**config.mk**
```make
export PLATFORM = sky130hd
export DESIGN_NAME = seg_xlate_unit
export DESIGN_NICKNAME = d
export VERILOG_FILES = /design/src/rtl/seg_xlate_pkg.sv /design/src/rtl/seg_cfg_regs.sv /design/src/rtl/seg_fetch_ctrl.sv /design/src/rtl/seg_check.sv /design/src/rtl/seg_xlate_unit.sv
export SDC_FILE = /design/constraint.sdc
export NUM_CORES = 1
export LEC_CHECK = 0
export BUFFER_PORTS_ARGS = -buffer_cell sky130_fd_sc_hd__clkbuf_2
export CORE_MARGIN = 2
export CORE_UTILIZATION = 45
export CTS_BUF_LIST = sky130_fd_sc_hd__clkbuf_8
export DETAILED_ROUTE_END_ITERATION = 16
export PLACE_DENSITY = 0.66
export SETUP_SLACK_MARGIN = 0.15
export SLEW_MARGIN = 20
export SYNTH_ARGS = -nofsm -noshare
export SYNTH_HDL_FRONTEND = slang
export SYNTH_SLANG_ARGS = --single-unit
```
**constraint.sdc**
```tcl
create_clock -name clk -period 3.22 [get_ports clk]
set_input_delay 0.644 -clock clk [delete_from_list [all_inputs] [get_ports clk]]
set_output_delay 0.644 -clock clk [all_outputs]
set_load 0.02 [all_outputs]
```
**src/rtl/seg_xlate_pkg.sv**
```systemverilog
package seg_xlate_pkg;

   typedef enum logic [1:0] {
      FLT_NONE  = 2'd0,
      FLT_SEG   = 2'd1,
      FLT_BOUND = 2'd2,
      FLT_PROT  = 2'd3
   } seg_fault_e;

   typedef enum logic [1:0] {
      ACC_RD   = 2'd0,
      ACC_WR   = 2'd1,
      ACC_EX   = 2'd2,
      ACC_NONE = 2'd3
   } seg_acc_e;

   localparam int PERM_N  = 3;
   localparam int ACC_W   = 2;
   localparam int FAULT_W = 2;

endpackage

```
**src/rtl/seg_cfg_regs.sv**
```systemverilog
module seg_cfg_regs #(
   parameter int CFG_W  = 32,
   parameter int ADDR_W = 32,
   parameter int LEN_W  = 17
) (
   input  logic              clk,
   input  logic              rst_n,
   input  logic              cfg_we,
   input  logic              cfg_sel,
   input  logic [CFG_W-1:0]  cfg_wdata,
   output logic [ADDR_W-1:0] tbl_base,
   output logic [LEN_W-1:0]  tbl_len
);

   if (ADDR_W > CFG_W) begin : g_addr_w_err
      $error("seg_cfg_regs: ADDR_W wider than configuration data");
   end
   if (LEN_W > CFG_W) begin : g_len_w_err
      $error("seg_cfg_regs: LEN_W wider than configuration data");
   end

   // table base register
   always_ff @(posedge clk or negedge rst_n) begin
      if (!rst_n) begin
         tbl_base <= '0;
      end else if (cfg_we && !cfg_sel) begin
         tbl_base <= cfg_wdata[ADDR_W-1:0];
      end
   end

   // segment count register
   always_ff @(posedge clk or negedge rst_n) begin
      if (!rst_n) begin
         tbl_len <= '0;
      end else if (cfg_we && cfg_sel) begin
         tbl_len <= cfg_wdata[LEN_W-1:0];
      end
   end

endmodule

```
**src/rtl/seg_fetch_ctrl.sv**
```systemverilog
module seg_fetch_ctrl
   import seg_xlate_pkg::*;
#(
   parameter int SEG_W  = 16,
   parameter int OFF_W  = 16,
   parameter int ADDR_W = 32,
   parameter int DATA_W = 32,
   parameter int LEN_W  = SEG_W + 1
) (
   input  logic              clk,
   input  logic              rst_n,
   input  logic              req_valid,
   output logic              req_ready,
   input  logic [SEG_W-1:0]  req_seg,
   input  logic [OFF_W-1:0]  req_off,
   input  logic [ACC_W-1:0]  req_acc,
   input  logic [ADDR_W-1:0] tbl_base,
   input  logic [LEN_W-1:0]  tbl_len,
   output logic              mem_rd_req,
   output logic [ADDR_W-1:0] mem_rd_addr,
   input  logic              mem_rd_gnt,
   input  logic              mem_rd_rvalid,
   input  logic [DATA_W-1:0] mem_rd_data,
   output logic              seg_bad,
   output logic [OFF_W-1:0]  cap_off,
   output logic [ACC_W-1:0]  cap_acc,
   output logic [DATA_W-1:0] ent_word0,
   output logic [DATA_W-1:0] ent_word1,
   output logic              res_valid
);

   localparam int WORD_BYTES = DATA_W / 8;
   localparam int ENT_BYTES  = 2 * WORD_BYTES;
   localparam int ENT_SH     = $clog2(ENT_BYTES);

   if (DATA_W % 8 != 0) begin : g_data_w_err
      $error("seg_fetch_ctrl: DATA_W must be whole bytes");
   end
   if ((1 << ENT_SH) != ENT_BYTES) begin : g_ent_pow2_err
      $error("seg_fetch_ctrl: descriptor size must be a power of two");
   end
   if (SEG_W + ENT_SH > ADDR_W) begin : g_seg_w_err
      $error("seg_fetch_ctrl: segment index does not fit the address");
   end

   typedef enum logic [2:0] {
      ST_IDLE,
      ST_REQ0,
      ST_WAIT0,
      ST_REQ1,
      ST_WAIT1,
      ST_DONE
   } fetch_st_e;

   fetch_st_e         state;
   logic [ADDR_W-1:0] ent_addr;
   logic              seg_legal;
   logic [ADDR_W-1:0] first_addr;

   assign seg_legal  = LEN_W'(req_seg) < tbl_len;
   assign first_addr = tbl_base + (ADDR_W'(req_seg) << ENT_SH);

   always_ff @(posedge clk or negedge rst_n) begin
      if (!rst_n) begin
         state     <= ST_IDLE;
         ent_addr  <= '0;
         seg_bad   <= 1'b0;
         cap_off   <= '0;
         cap_acc   <= '0;
         ent_word0 <= '0;
         ent_word1 <= '0;
      end else begin
         unique case (state)
            ST_IDLE: begin
               if (req_valid) begin
                  cap_off  <= req_off;
                  cap_acc  <= req_acc;
                  ent_addr <= first_addr;
                  seg_bad  <= !seg_legal;
                  state    <= seg_legal ? ST_REQ0 : ST_DONE;
               end
            end
            ST_REQ0: begin
               if (mem_rd_gnt) state <= ST_WAIT0;
            end
            ST_WAIT0: begin
               if (mem_rd_rvalid) begin
                  ent_word0 <= mem_rd_data;
                  ent_addr  <= ent_addr + ADDR_W'(WORD_BYTES);
                  state     <= ST_REQ1;
               end
            end
            ST_REQ1: begin
               if (mem_rd_gnt) state <= ST_WAIT1;
            end
            ST_WAIT1: begin
               if (mem_rd_rvalid) begin
                  ent_word1 <= mem_rd_data;
                  state     <= ST_DONE;
               end
            end
            ST_DONE: begin
               state <= ST_IDLE;
            end
            default: state <= ST_IDLE;
         endcase
      end
   end

   assign req_ready   = (state == ST_IDLE);
   assign mem_rd_req  = (state == ST_REQ0) || (state == ST_REQ1);
   assign mem_rd_addr = ent_addr;
   assign res_valid   = (state == ST_DONE);

endmodule

```
**src/rtl/seg_check.sv**
```systemverilog
module seg_check
   import seg_xlate_pkg::*;
#(
   parameter int OFF_W    = 16,
   parameter int ADDR_W   = 32,
   parameter int DATA_W   = 32,
   parameter int LIM_W    = 16,
   parameter int PERM_LSB = 16
) (
   input  logic                seg_bad,
   input  logic [OFF_W-1:0]    cap_off,
   input  logic [ACC_W-1:0]    cap_acc,
   input  logic [DATA_W-1:0]   ent_word0,
   input  logic [DATA_W-1:0]   ent_word1,
   output logic [FAULT_W-1:0]  res_fault,
   output logic [ADDR_W-1:0]   res_paddr
);

   if (LIM_W > PERM_LSB) begin : g_lim_overlap_err
      $error("seg_check: limit field overlaps permission bits");
   end
   if (PERM_LSB + PERM_N > DATA_W) begin : g_perm_w_err
      $error("seg_check: permission bits beyond descriptor word");
   end
   if (ADDR_W > DATA_W) begin : g_base_w_err
      $error("seg_check: base word narrower than address");
   end
   if (OFF_W > LIM_W) begin : g_off_w_err
      $error("seg_check: offset wider than limit field");
   end

   logic [LIM_W-1:0]  seg_lim;
   logic [PERM_N-1:0] seg_perm;
   logic [PERM_N-1:0] perm_hit;
   logic              in_bounds;
   logic              allowed;
   seg_fault_e        fault;

   assign seg_lim   = ent_word1[LIM_W-1:0];
   assign seg_perm  = ent_word1[PERM_LSB +: PERM_N];
   assign in_bounds = LIM_W'(cap_off) < seg_lim;

   for (genvar i = 0; i < PERM_N; i++) begin : g_perm
      assign perm_hit[i] = seg_perm[i] && (cap_acc == ACC_W'(i));
   end

   assign allowed = |perm_hit;

   always_comb begin
      if (seg_bad)         fault = FLT_SEG;
      else if (!in_bounds) fault = FLT_BOUND;
      else if (!allowed)   fault = FLT_PROT;
      else                 fault = FLT_NONE;
   end

   assign res_fault = fault;
   assign res_paddr = (fault == FLT_NONE) ?
                      ent_word0[ADDR_W-1:0] + ADDR_W'(cap_off) : '0;

endmodule

```
**src/rtl/seg_xlate_unit.sv**
```systemverilog
module seg_xlate_unit
   import seg_xlate_pkg::*;
#(
   parameter int SEG_W    = 16,
   parameter int OFF_W    = 16,
   parameter int ADDR_W   = 32,
   parameter int DATA_W   = 32,
   parameter int CFG_W    = 32,
   parameter int PERM_LSB = 16
) (
   input  logic              clk,
   input  logic              rst_n,
   input  logic              cfg_we,
   input  logic              cfg_sel,
   input  logic [CFG_W-1:0]  cfg_wdata,
   input  logic              req_valid,
   output logic              req_ready,
   input  logic [SEG_W-1:0]  req_seg,
   input  logic [OFF_W-1:0]  req_off,
   input  logic [1:0]        req_acc,
   output logic              mem_rd_req,
   output logic [ADDR_W-1:0] mem_rd_addr,
   input  logic              mem_rd_gnt,
   input  logic              mem_rd_rvalid,
   input  logic [DATA_W-1:0] mem_rd_data,
   output logic              res_valid,
   output logic [1:0]        res_fault,
   output logic [ADDR_W-1:0] res_paddr
);

   localparam int LEN_W = SEG_W + 1;
   localparam int LIM_W = OFF_W;

   logic [ADDR_W-1:0] tbl_base;
   logic [LEN_W-1:0]  tbl_len;
   logic              seg_bad;
   logic [OFF_W-1:0]  cap_off;
   logic [ACC_W-1:0]  cap_acc;
   logic [DATA_W-1:0] ent_word0;
   logic [DATA_W-1:0] ent_word1;

   seg_cfg_regs #(
      .CFG_W (CFG_W),
      .ADDR_W(ADDR_W),
      .LEN_W (LEN_W)
   ) u_cfg (
      .clk      (clk),
      .rst_n    (rst_n),
      .cfg_we   (cfg_we),
      .cfg_sel  (cfg_sel),
      .cfg_wdata(cfg_wdata),
      .tbl_base (tbl_base),
      .tbl_len  (tbl_len)
   );

   seg_fetch_ctrl #(
      .SEG_W (SEG_W),
      .OFF_W (OFF_W),
      .ADDR_W(ADDR_W),
      .DATA_W(DATA_W),
      .LEN_W (LEN_W)
   ) u_fetch (
      .clk          (clk),
      .rst_n        (rst_n),
      .req_valid    (req_valid),
      .req_ready    (req_ready),
      .req_seg      (req_seg),
      .req_off      (req_off),
      .req_acc      (req_acc),
      .tbl_base     (tbl_base),
      .tbl_len      (tbl_len),
      .mem_rd_req   (mem_rd_req),
      .mem_rd_addr  (mem_rd_addr),
      .mem_rd_gnt   (mem_rd_gnt),
      .mem_rd_rvalid(mem_rd_rvalid),
      .mem_rd_data  (mem_rd_data),
      .seg_bad      (seg_bad),
      .cap_off      (cap_off),
      .cap_acc      (cap_acc),
      .ent_word0    (ent_word0),
      .ent_word1    (ent_word1),
      .res_valid    (res_valid)
   );

   seg_check #(
      .OFF_W   (OFF_W),
      .ADDR_W  (ADDR_W),
      .DATA_W  (DATA_W),
      .LIM_W   (LIM_W),
      .PERM_LSB(PERM_LSB)
   ) u_check (
      .seg_bad  (seg_bad),
      .cap_off  (cap_off),
      .cap_acc  (cap_acc),
      .ent_word0(ent_word0),
      .ent_word1(ent_word1),
      .res_fault(res_fault),
      .res_paddr(res_paddr)
   );

endmodule

```
Yosys cells after proc, flatten, opt, wreduce, memory -nomap -nowiden:

Cells that the tools add are included.

* output and inout bits: 69
* register bits: 154

* reductions and logical operators: 18
* add/subtract/negate cells: 3
* order comparisons: 2
* muxes and demuxes: 14
* equal/unequal tests: 12

Operator list (count)
* 32-bit 2-to-1 mux: 3
* 32-bit one-hot mux with 2 select lines: 1
* 32-bit by 16-bit adder with 32-bit output: 1
* 32-bit by 19-bit adder with 32-bit output: 1
* 32-bit by 3-bit adder with 32-bit output (second input constant): 1
* 3-bit 2-to-1 mux: 6
* 16-bit by 17-bit less-than comparator with 1-bit output: 1
* 16-bit less-than comparator: 1
* 3-bit one-hot mux with 5 select lines: 1
* 2-bit != test (second input constant): 5
* 3-bit by 2-bit equality test with 1-bit output (second input constant): 2
* 3-bit equality test (second input constant): 2
* 2-bit 2-to-1 mux: 3
* 2-bit AND reduction: 3
* 1-bit logical AND: 5
* 5-bit AND reduction: 1
* 2-bit logical NOT: 2
* 3-bit by 1-bit equality test with 1-bit output (second input constant): 1
* 3-bit logical NOT: 1
* 3-bit AND reduction: 1
* 3-bit OR reduction: 1
* 2-bit by 1-bit equality test with 1-bit output (second input constant): 1
* 2-bit equality test (second input constant): 1
* 1-bit logical NOT: 2
* 2 further kinds: 2

Logic depth before layout (Yosys ltp):

Gate-level depths: netlist of run 1.

* depth after elaboration: 8
* gate-level depth with buffers: 10
* mapped depth without buffers: 10

Cells and area by module:

A second synthesis of run 1 with hierarchy kept.

* cells, all modules: 1106
* area, all modules: 10253.6 um^2

By module, submodules not included
* seg_fetch_ctrl: cells each 741, area each 6578.8 um^2, instances 1, seq. area each 2952.8 um^2
* seg_cfg_regs: cells each 105, area each 1976.9 um^2, instances 1, seq. area each 1226.2 um^2
* seg_check: cells each 260, area each 1697.9 um^2, instances 1, seq. area each 0.0 um^2

Worst setup path before layout of run 1:

Ideal clock, no wire load.

* path kind: reg-to-output
* start point: reg u_fetch.cap_off[14]
* end point: out res_paddr[27]
* slack: 0.121 ns
* arrival: 2.455 ns
* buffers on the path: 0
* stages on the path, launching flop included: 8
* cells stage by stage: dfrtp_1 ha_1 a21o_1 a211oi_1 a21boi_4 nand2_1 and3_1 a311oi_1

* longest elaborated chain between the ends: 5
* elaborated cells on any way between the ends: 6

RTL lines
* from (decl): RTL line seg_fetch_ctrl.sv:25 `output logic [OFF_W-1:0] cap_off,`
* from (signal assigned): RTL line seg_fetch_ctrl.sv:76 `cap_off <= req_off;`
* 16-bit less-than comparator: RTL line seg_check.sv:41 `assign in_bounds = LIM_W'(cap_off) < seg_lim;`
* 2-bit 2-to-1 mux: RTL line seg_check.sv:51 `else if (!in_bounds) fault = FLT_BOUND;`
* 2-bit 2-to-1 mux: RTL line seg_check.sv:50 `if (seg_bad) fault = FLT_SEG;`
* 2-bit logical NOT: RTL line seg_check.sv:57 `assign res_paddr = (fault == FLT_NONE) ?`
* 32-bit 2-to-1 mux (*): RTL line seg_check.sv:57
* to (decl): RTL line seg_xlate_unit.sv:28 `output logic [ADDR_W-1:0] res_paddr`

Mark *: on every way between the ends. The rest lies on a longest branch, timed or not.

Worst setup path in the final report of run 1:

* start point: reg u_fetch.cap_off[6]
* end point: out res_paddr[31]

The elaborated chain is that of the path after synthesis.

==> impl_results.md, run 1 <==
* Crit-path max cell delay at 0.46 ns
* Power Dens Cells at 992 mW/mm^2
* VDD IR max at 0.485 mV
* Sw frac at 46.8%
* Fin Clk Skew at 0.0144 ns
* Final hold viol count at 0
* Core area at 0.0217 mm^2
* Hold Path Class: input pin to asynchronous set/reset pin
* Crit Path Class: register to output port
* Max-cap viol count at 0
* Combinational share of power at 60.0%
* Number of synthesized flops with an enable pin at 0
* Period utilization at 109%
* Area Growth Syn to Fin at 26.0%
* Tightest Pin Transition at 0.844 ns
* Primary FF master, synth: dfrtp_1
* Antenna violations before repair at 0
* Die H at 152 um
* Cell family with most CP delay: compound AO/OA/AOI/OAI gates
* Gr ovfl total at 0
* Synth Area in Compound Gates at 17.6%
* Post-synthesis simple-gate area fraction at 20.9%
* Setup violators final at 33
* Vias in the first global route at 8623
* Antenna cells at 0
* Ys async rst share at 100%
* Pre-CTS setup slack at 0.0503 ns
* Count leader, synth: nand2_1
* WP data required at 2.58 ns
* NumNets Final at 1492
* Die area at 0.0232 mm^2
* Critical Path Fanout Max at 5
* Clock Path Buffers at 2
* Worst setup margin at -0.282 ns
* Final ANT Viol Nets at 0
* Internal power at 6570 uW
* Critical path arrival at 2.86 ns
* Syn Nets at 1308
* Largest net degree at the start of global routing at 60
* Commonest cells post-synth: nand2_1 (232), dfrtp_1 (154), o21ai_0 (80)
* Reg2reg path depth at 9
* Synth area leaders: dfrtp_1 (39%), nand2_1 (8.8%), ha_1 (8.0%), mux2_2 (6.0%), o21ai_0 (4.1%)
* First-pass GRT wire length at 43300 um
* Clock network fraction of total power at 12.2%
* CTS tree: done
* Routed WL at 27100 um
* CTS clk-pin slew, worst paths at 0.09 ns
* Max-slew headroom at 43.5%
* Register area share after synthesis at 39.0%
* Mean Syn Cell Area at 8.68 um^2
* Post-CTS Hold Buffers at 0
* Count of different cell masters after synthesis at 76
* Post-synthesis mux area share at 7.00%
* GRT Max-Usage Layer: met2
* Logic depth of the worst path, buffers included at 11
* Inst Count DP at 1569
* DRC viols at 0
* Sequential power share at 27.8%
* Combinational family with the most area after synthesis: simple AND/OR/NAND/NOR gates
* LEAKAGE at 0.00575 uW
* Via count at 8896
* Row count at 54
* Wire per inst at 16.8 um
* Slew Limit Fails at 0
* Highest-delay cell along the critical path: dfrtp_2
* Synth Area in XOR/XNOR at 3.19%
* 1st-iter DRT viols at 446
* Met2 Use GR at 39.9%
* Gr usage total at 22.8%
* Failing checks: negative setup slack
* PortBufs at 173
* Die X at 152 um
* IO Pins at 174
* Grt met3 use at 5.09%
* Syn. warnings at 0
* Worst-skew pair later-pin latency at 0.46 ns
* Grt met1 use at 28.6%
* Max Freq at 286 MHz
* Post-DP HPWL at 19400 um
* CTS Buf Count at 17
* Status: complete, but fails checks
* Syn Std Cell Area at 0.00988 mm^2
* Cell Chain, Critical Path: ha_4, a21o_1, a21oi_1, o211ai_1, a31oi_1, nand2b_4, nand4b_1, buf_6, buf_12, a311oi_2, buf_4
* Mapped Cells at 1138
* Via density at 5.51
* Clock sinks at 154
* Critical path endpoint category: output port
* Worst Setup Start Kind: register
* Synth area leader: dfrtp_1
* GP Congestion at 0.895
* Synth Area in Adders at 8.38%
* Initial Util at 45.6%
* Synthesized flop and latch total at 154
* Pre-antenna DRT Iters at 4
* Root Driver: clkbuf_8
* Final Instance Count excl. Fillers at 1615
* H-tree depth at 4
* Period minus WS final at 3.50 ns
* Yosys top cell area share at 39.0%
* Unrepaired setup endpoints after global routing: yes
* Net Switching at 5780 uW
* Critical path buffer and inverter count at 3
* Layout cells sized above 1 at 30.1%
## cell type report
cell class | instances | area, um^2
Clock buffer | 18 | 248
Clock inverter | 14 | 145
Fill cell | 1948 | 9250
Inverter | 43 | 161
Multi-Input combinational cell | 890 | 6170
Sequential cell | 154 | 3860
Tap cell | 280 | 350
Timing Repair Buffer | 216 | 1510
## cell families after synthesis
family,after synthesis
simple gates,452
compound gates,275
fa+ha+maj,65
flops,154
mux,62
buf+inv,94
xor+xnor,36
## worst reg2reg max path, stage by stage, from the launching register on
cell and delay, ns:
dfrtp_1 0.41, ha_1 0.21, fa_1 0.42, a211oi_1 0.29
o21bai_1 0.20, a221oi_4 0.41, a31oi_2 0.23, and3_4 0.25
mux2i_1 0.15, o21ai_1 0.08
## through the flow
stage	setup TNS [ns]	hold slack, ns	util [%]	power, uW	cell area, um^2
global placement	0	0.451	51.4	9100	11100
detailed placement	0	0.460	51.4	9210	11100
finish	-7.00	0.109	57.4	12300	12400
CTS	-8.78	0.103	54.5	11200	11800
global route	-11.70	0.127	57.4	13200	12400
floorplan	0	0.348	-	7290	9890
## path summary, 6_finish.rpt
check | from | endpoint | slack [ns]
worst max-delay path | u_fetch.cap_off[6]$_DFFE_PN0P_ | res_paddr[31] | -0.28
worst min-delay path | rst_n | u_fetch.cap_off[3]$_DFFE_PN0P_ | 0.11
worst max register to register | u_cfg.tbl_base[3]$_DFFE_PN0P_ | u_fetch.mem_rd_addr[29]$_DFFE_PN0P_ | 0.43
worst min register to register | u_fetch.mem_rd_addr[1]$_DFFE_PN0P_ | u_fetch.mem_rd_addr[1]$_DFFE_PN0P_ | 0.47
max in group asynchronous | rst_n | u_cfg.tbl_base[12]$_DFFE_PN0P_ | 2.41
min in group clk | mem_rd_data[30] | u_fetch.ent_word0[30]$_DFFE_PN0P_ | 0.37
## cells in the final DEF (no fill, tap or decap), types with 14 or more instances in the layout
| cell type | synthesis | final |
|---|---|---|
| xor2_1 | 20 | 19 |
| ha_1 | 63 | 51 |
| and3_1 | 17 | 17 |
| clkbuf_8 | 2 | 19 |
| nor2_1 | 79 | 62 |
| dfrtp_1 | 154 | 151 |
| o21ai_0 | 80 | 74 |
| nor2_4 | 1 | 14 |
| nand3_1 | 34 | 34 |
| buf_6 | 1 | 23 |
| nor3_1 | 21 | 15 |
| inv_1 | 43 | 41 |
| a21oi_1 | 79 | 69 |
| buf_4 | 0 | 39 |
| clkbuf_2 | 0 | 140 |
| nand2_1 | 232 | 231 |
| mux2_2 | 53 | 53 |
| a21o_1 | 22 | 22 |
## flip-flops by register name, summed over array words and instances (netlist names)
name and count:
u_fetch.cap_off 16, u_fetch.cap_acc 2, u_cfg.tbl_base 32, u_fetch.mem_rd_addr 32, u_fetch.state 3, u_cfg.tbl_len 17, u_fetch.seg_bad 1, u_fetch.ent_word0 32
u_fetch.ent_word1 19
## timing repair
action	4_1_cts	5_1_grt
cloned	0	3
resized for setup	59	149
setup endpoints to repair	34	34
pin swaps	19	29
buffers inserted	4	7
## metal layers
metal,vias up,part of all wire (%)
met5,-,0
met4,0,1.7
met3,35,5.7
met2,256,50
met1,4222,42
li1,4383,-
## power groups by stage
stage               registers [uW]  logic, uW  clock network, uW
finish                        3440       7410               1510
global route                  3550       8100               1610
CTS                           3390       6250               1540
detailed placement            3390       5810                  0
global placement              3370       5740                  0
floorplan                     3380       3900                  0
Power figures use the tool's default switching activity.
==> run 2, diff against run 1 <==
Settings changed: CORE_ASPECT_RATIO set to 0.5.
==> run 2 against run 1 <==
The flow still finishes with violations (negative setup slack). Utilization is 1.3 points higher. First-iteration DRC count increased by 54%. Critical path depth increased by 1. Via count increased by 2.9%. Setup slack lost 0.097 ns. Sequential share of layout area is 0.51 points lower. Global-route usage is 2.1 points higher. Clock-buffer cell count is 3 higher. Worst hold slack got worse by 0.0044 ns. Design area grew 1.8%. Critical endpoint is now res_paddr[28].
==> impl_results.md, run 2 (synthesis gave the netlist of run 1 again) <==
* Status: complete, but fails checks
* Failing checks: negative setup slack
* Max Freq at 278 MHz
* Core area at 0.0216 mm^2
* Critical path endpoint category: output port
* Logic depth of the worst path, buffers included at 12
* RR Startpoint: u_cfg.tbl_base[3]$_DFFE_PN0P_
* Root Driver: clkbuf_8
* Clock sinks at 154
* Power, Total at 12800 uW
* Period minus WS final at 3.60 ns
* Post-DP HPWL at 20000 um
* Critical Path Fanout Max at 4
* Highest-delay cell along the critical path: o41a_4
* Vias in the first global route at 8971
* Power Dens Cells at 1010 mW/mm^2
* Antenna violations before repair at 0
* DRC viols at 0
* Gr usage total at 24.9%
* Clock Path Buffers at 2
* Top Metal Used: met4
* PortBufs at 173
* Worst setup margin at -0.379 ns
* Via count at 9153
* LEAKAGE at 0.00581 uW
* NumNets Final at 1504
* Hold Path Class: input pin to asynchronous set/reset pin
* Final Instance Count excl. Fillers at 1647
* Area Growth Syn to Fin at 28.2%
* Crit-path max cell delay at 0.41 ns
* Max-cap viol count at 0
* Pre-antenna DRT Iters at 8
* CTS clk-pin slew, worst paths at 0.08 ns
* Tightest Pin Transition at 0.840 ns
* Setup violators final at 32
* WP data required at 2.58 ns
* DRT met1 WL at 13000 um
* Worst Setup Start Kind: register
* First-pass GRT wire length at 45400 um
* Final ANT Viol Nets at 0
* Worst R2R End: u_fetch.mem_rd_addr[27]$_DFFE_PN0P_
* Cell Chain, Critical Path: ha_2, inv_2, fa_2, nor2b_2, o211ai_1, a21boi_2, o41a_4, buf_4, o211ai_1, xor2_1, nor2_1, buf_4
* Largest net degree at the start of global routing at 65
* Critical path buffer and inverter count at 3
* Most frequent cells in the layout: nand2_1 (230), dfrtp_1 (147), clkbuf_2 (138)
* VDD IR max at 0.515 mV
* CTS tree: done
* Unrepaired setup endpoints after global routing: yes
* CTS Buf Count at 17
* Crit Path Class: register to output port
* Most common cell after layout, fill and taps aside: nand2_1
* Routed WL at 28300 um
* GP Congestion at 0.888
* IO Pins at 174
* Post-CTS Hold Buffers at 0
* Met2 WL at 13200 um
* Met3 wire len at 1360 um
* Row count at 38
* Slew Limit Fails at 0
* Die H at 109 um
* Via density at 5.56
* Period utilization at 112%
* Gr ovfl total at 0
* Cell family with most CP delay: compound AO/OA/AOI/OAI gates
* Layout cells sized above 1 at 30.7%
* Wire per inst at 17.2 um
* Worst-skew pair later-pin latency at 0.50 ns
* Max-slew headroom at 43.7%
* Antenna cells at 0
* Flop-to-flop setup slack at 0.44 ns
* CP startpoint: u_fetch.cap_off[0]$_DFFE_PN0P_
* Critical path arrival at 2.95 ns
* Final hold viol count at 0
* Die area at 0.0232 mm^2
* H-tree depth at 4
* Reg2reg path depth at 9
* Die X at 214 um
* 1st-iter DRT viols at 687
* Initial Util at 45.8%
* CP Capture Point: res_paddr[28]
* Inst Count DP at 1587
* Fin Clk Skew at 0.0155 ns
## run 2: stage by stage
step | area, um^2 | TNS, ns | util (%) | hold slack, ns | setup WS (ns)
CTS | 12300 | -8.50 | 57.1 | 0.113 | -0.381
floorplan | 9890 | 0 | - | 0.348 | 0.152
finish | 12700 | -6.66 | 58.7 | 0.105 | -0.379
detailed placement | 11100 | 0 | 51.6 | 0.458 | 0.0677
global placement | 11100 | 0 | 51.6 | 0.450 | 0.121
global route | 12700 | -11.05 | 58.7 | 0.120 | -0.510
## run 2: how the worst min path moves through the flow
| stage | start | to |
|---|---|---|
| final | rst_n | u_cfg.tbl_len[6]$_DFFE_PN0P_ |
| after global routing | rst_n | u_cfg.tbl_len[6]$_DFFE_PN0P_ |
| after CTS | rst_n | u_cfg.tbl_len[6]$_DFFE_PN0P_ |
| after detailed placement | u_fetch.mem_rd_addr[1]$_DFFE_PN0P_ | u_fetch.mem_rd_addr[1]$_DFFE_PN0P_ |
| after global placement | u_fetch.mem_rd_addr[1]$_DFFE_PN0P_ | u_fetch.mem_rd_addr[1]$_DFFE_PN0P_ |
| after floorplan | rst_n | u_cfg.tbl_base[0]$_DFFE_PN0P_ |
## run 2: final cells by class
class / count / area [um^2]
flip-flops and latches: 154 / 3860
well taps: 300 / 375
clock buffers: 21 / 289
clock inverters: 11 / 166
inverters: 43 / 161
fillers: 1886 / 8920
multi-input cells: 890 / 6200
repair buffers: 228 / 1610
## run 2: power by group
group | total (uW) | internal [uW] | switching, uW
logic | 7640 | 3290 | 4350
registers | 3460 | 2670 | 790
clock network | 1700 | 923 | 781
## run 2: routing by layer
| layer | vias to the layer above | global-route usage (%) |
|---|---|---|
| li1 | 4396 | - |
| met1 | 4441 | 33.1 |
| met2 | 267 | 40.1 |
| met3 | 49 | 5.07 |
| met4 | 0 | 9.87 |
| met5 | - | 0 |
## run 2: timing repair
action | 4_1_cts | 5_1_grt
gates resized for setup | 137 | 83
pin swaps | 34 | 26
buffers inserted | 18 | 10
endpoints found under the setup margin | 34 | 34
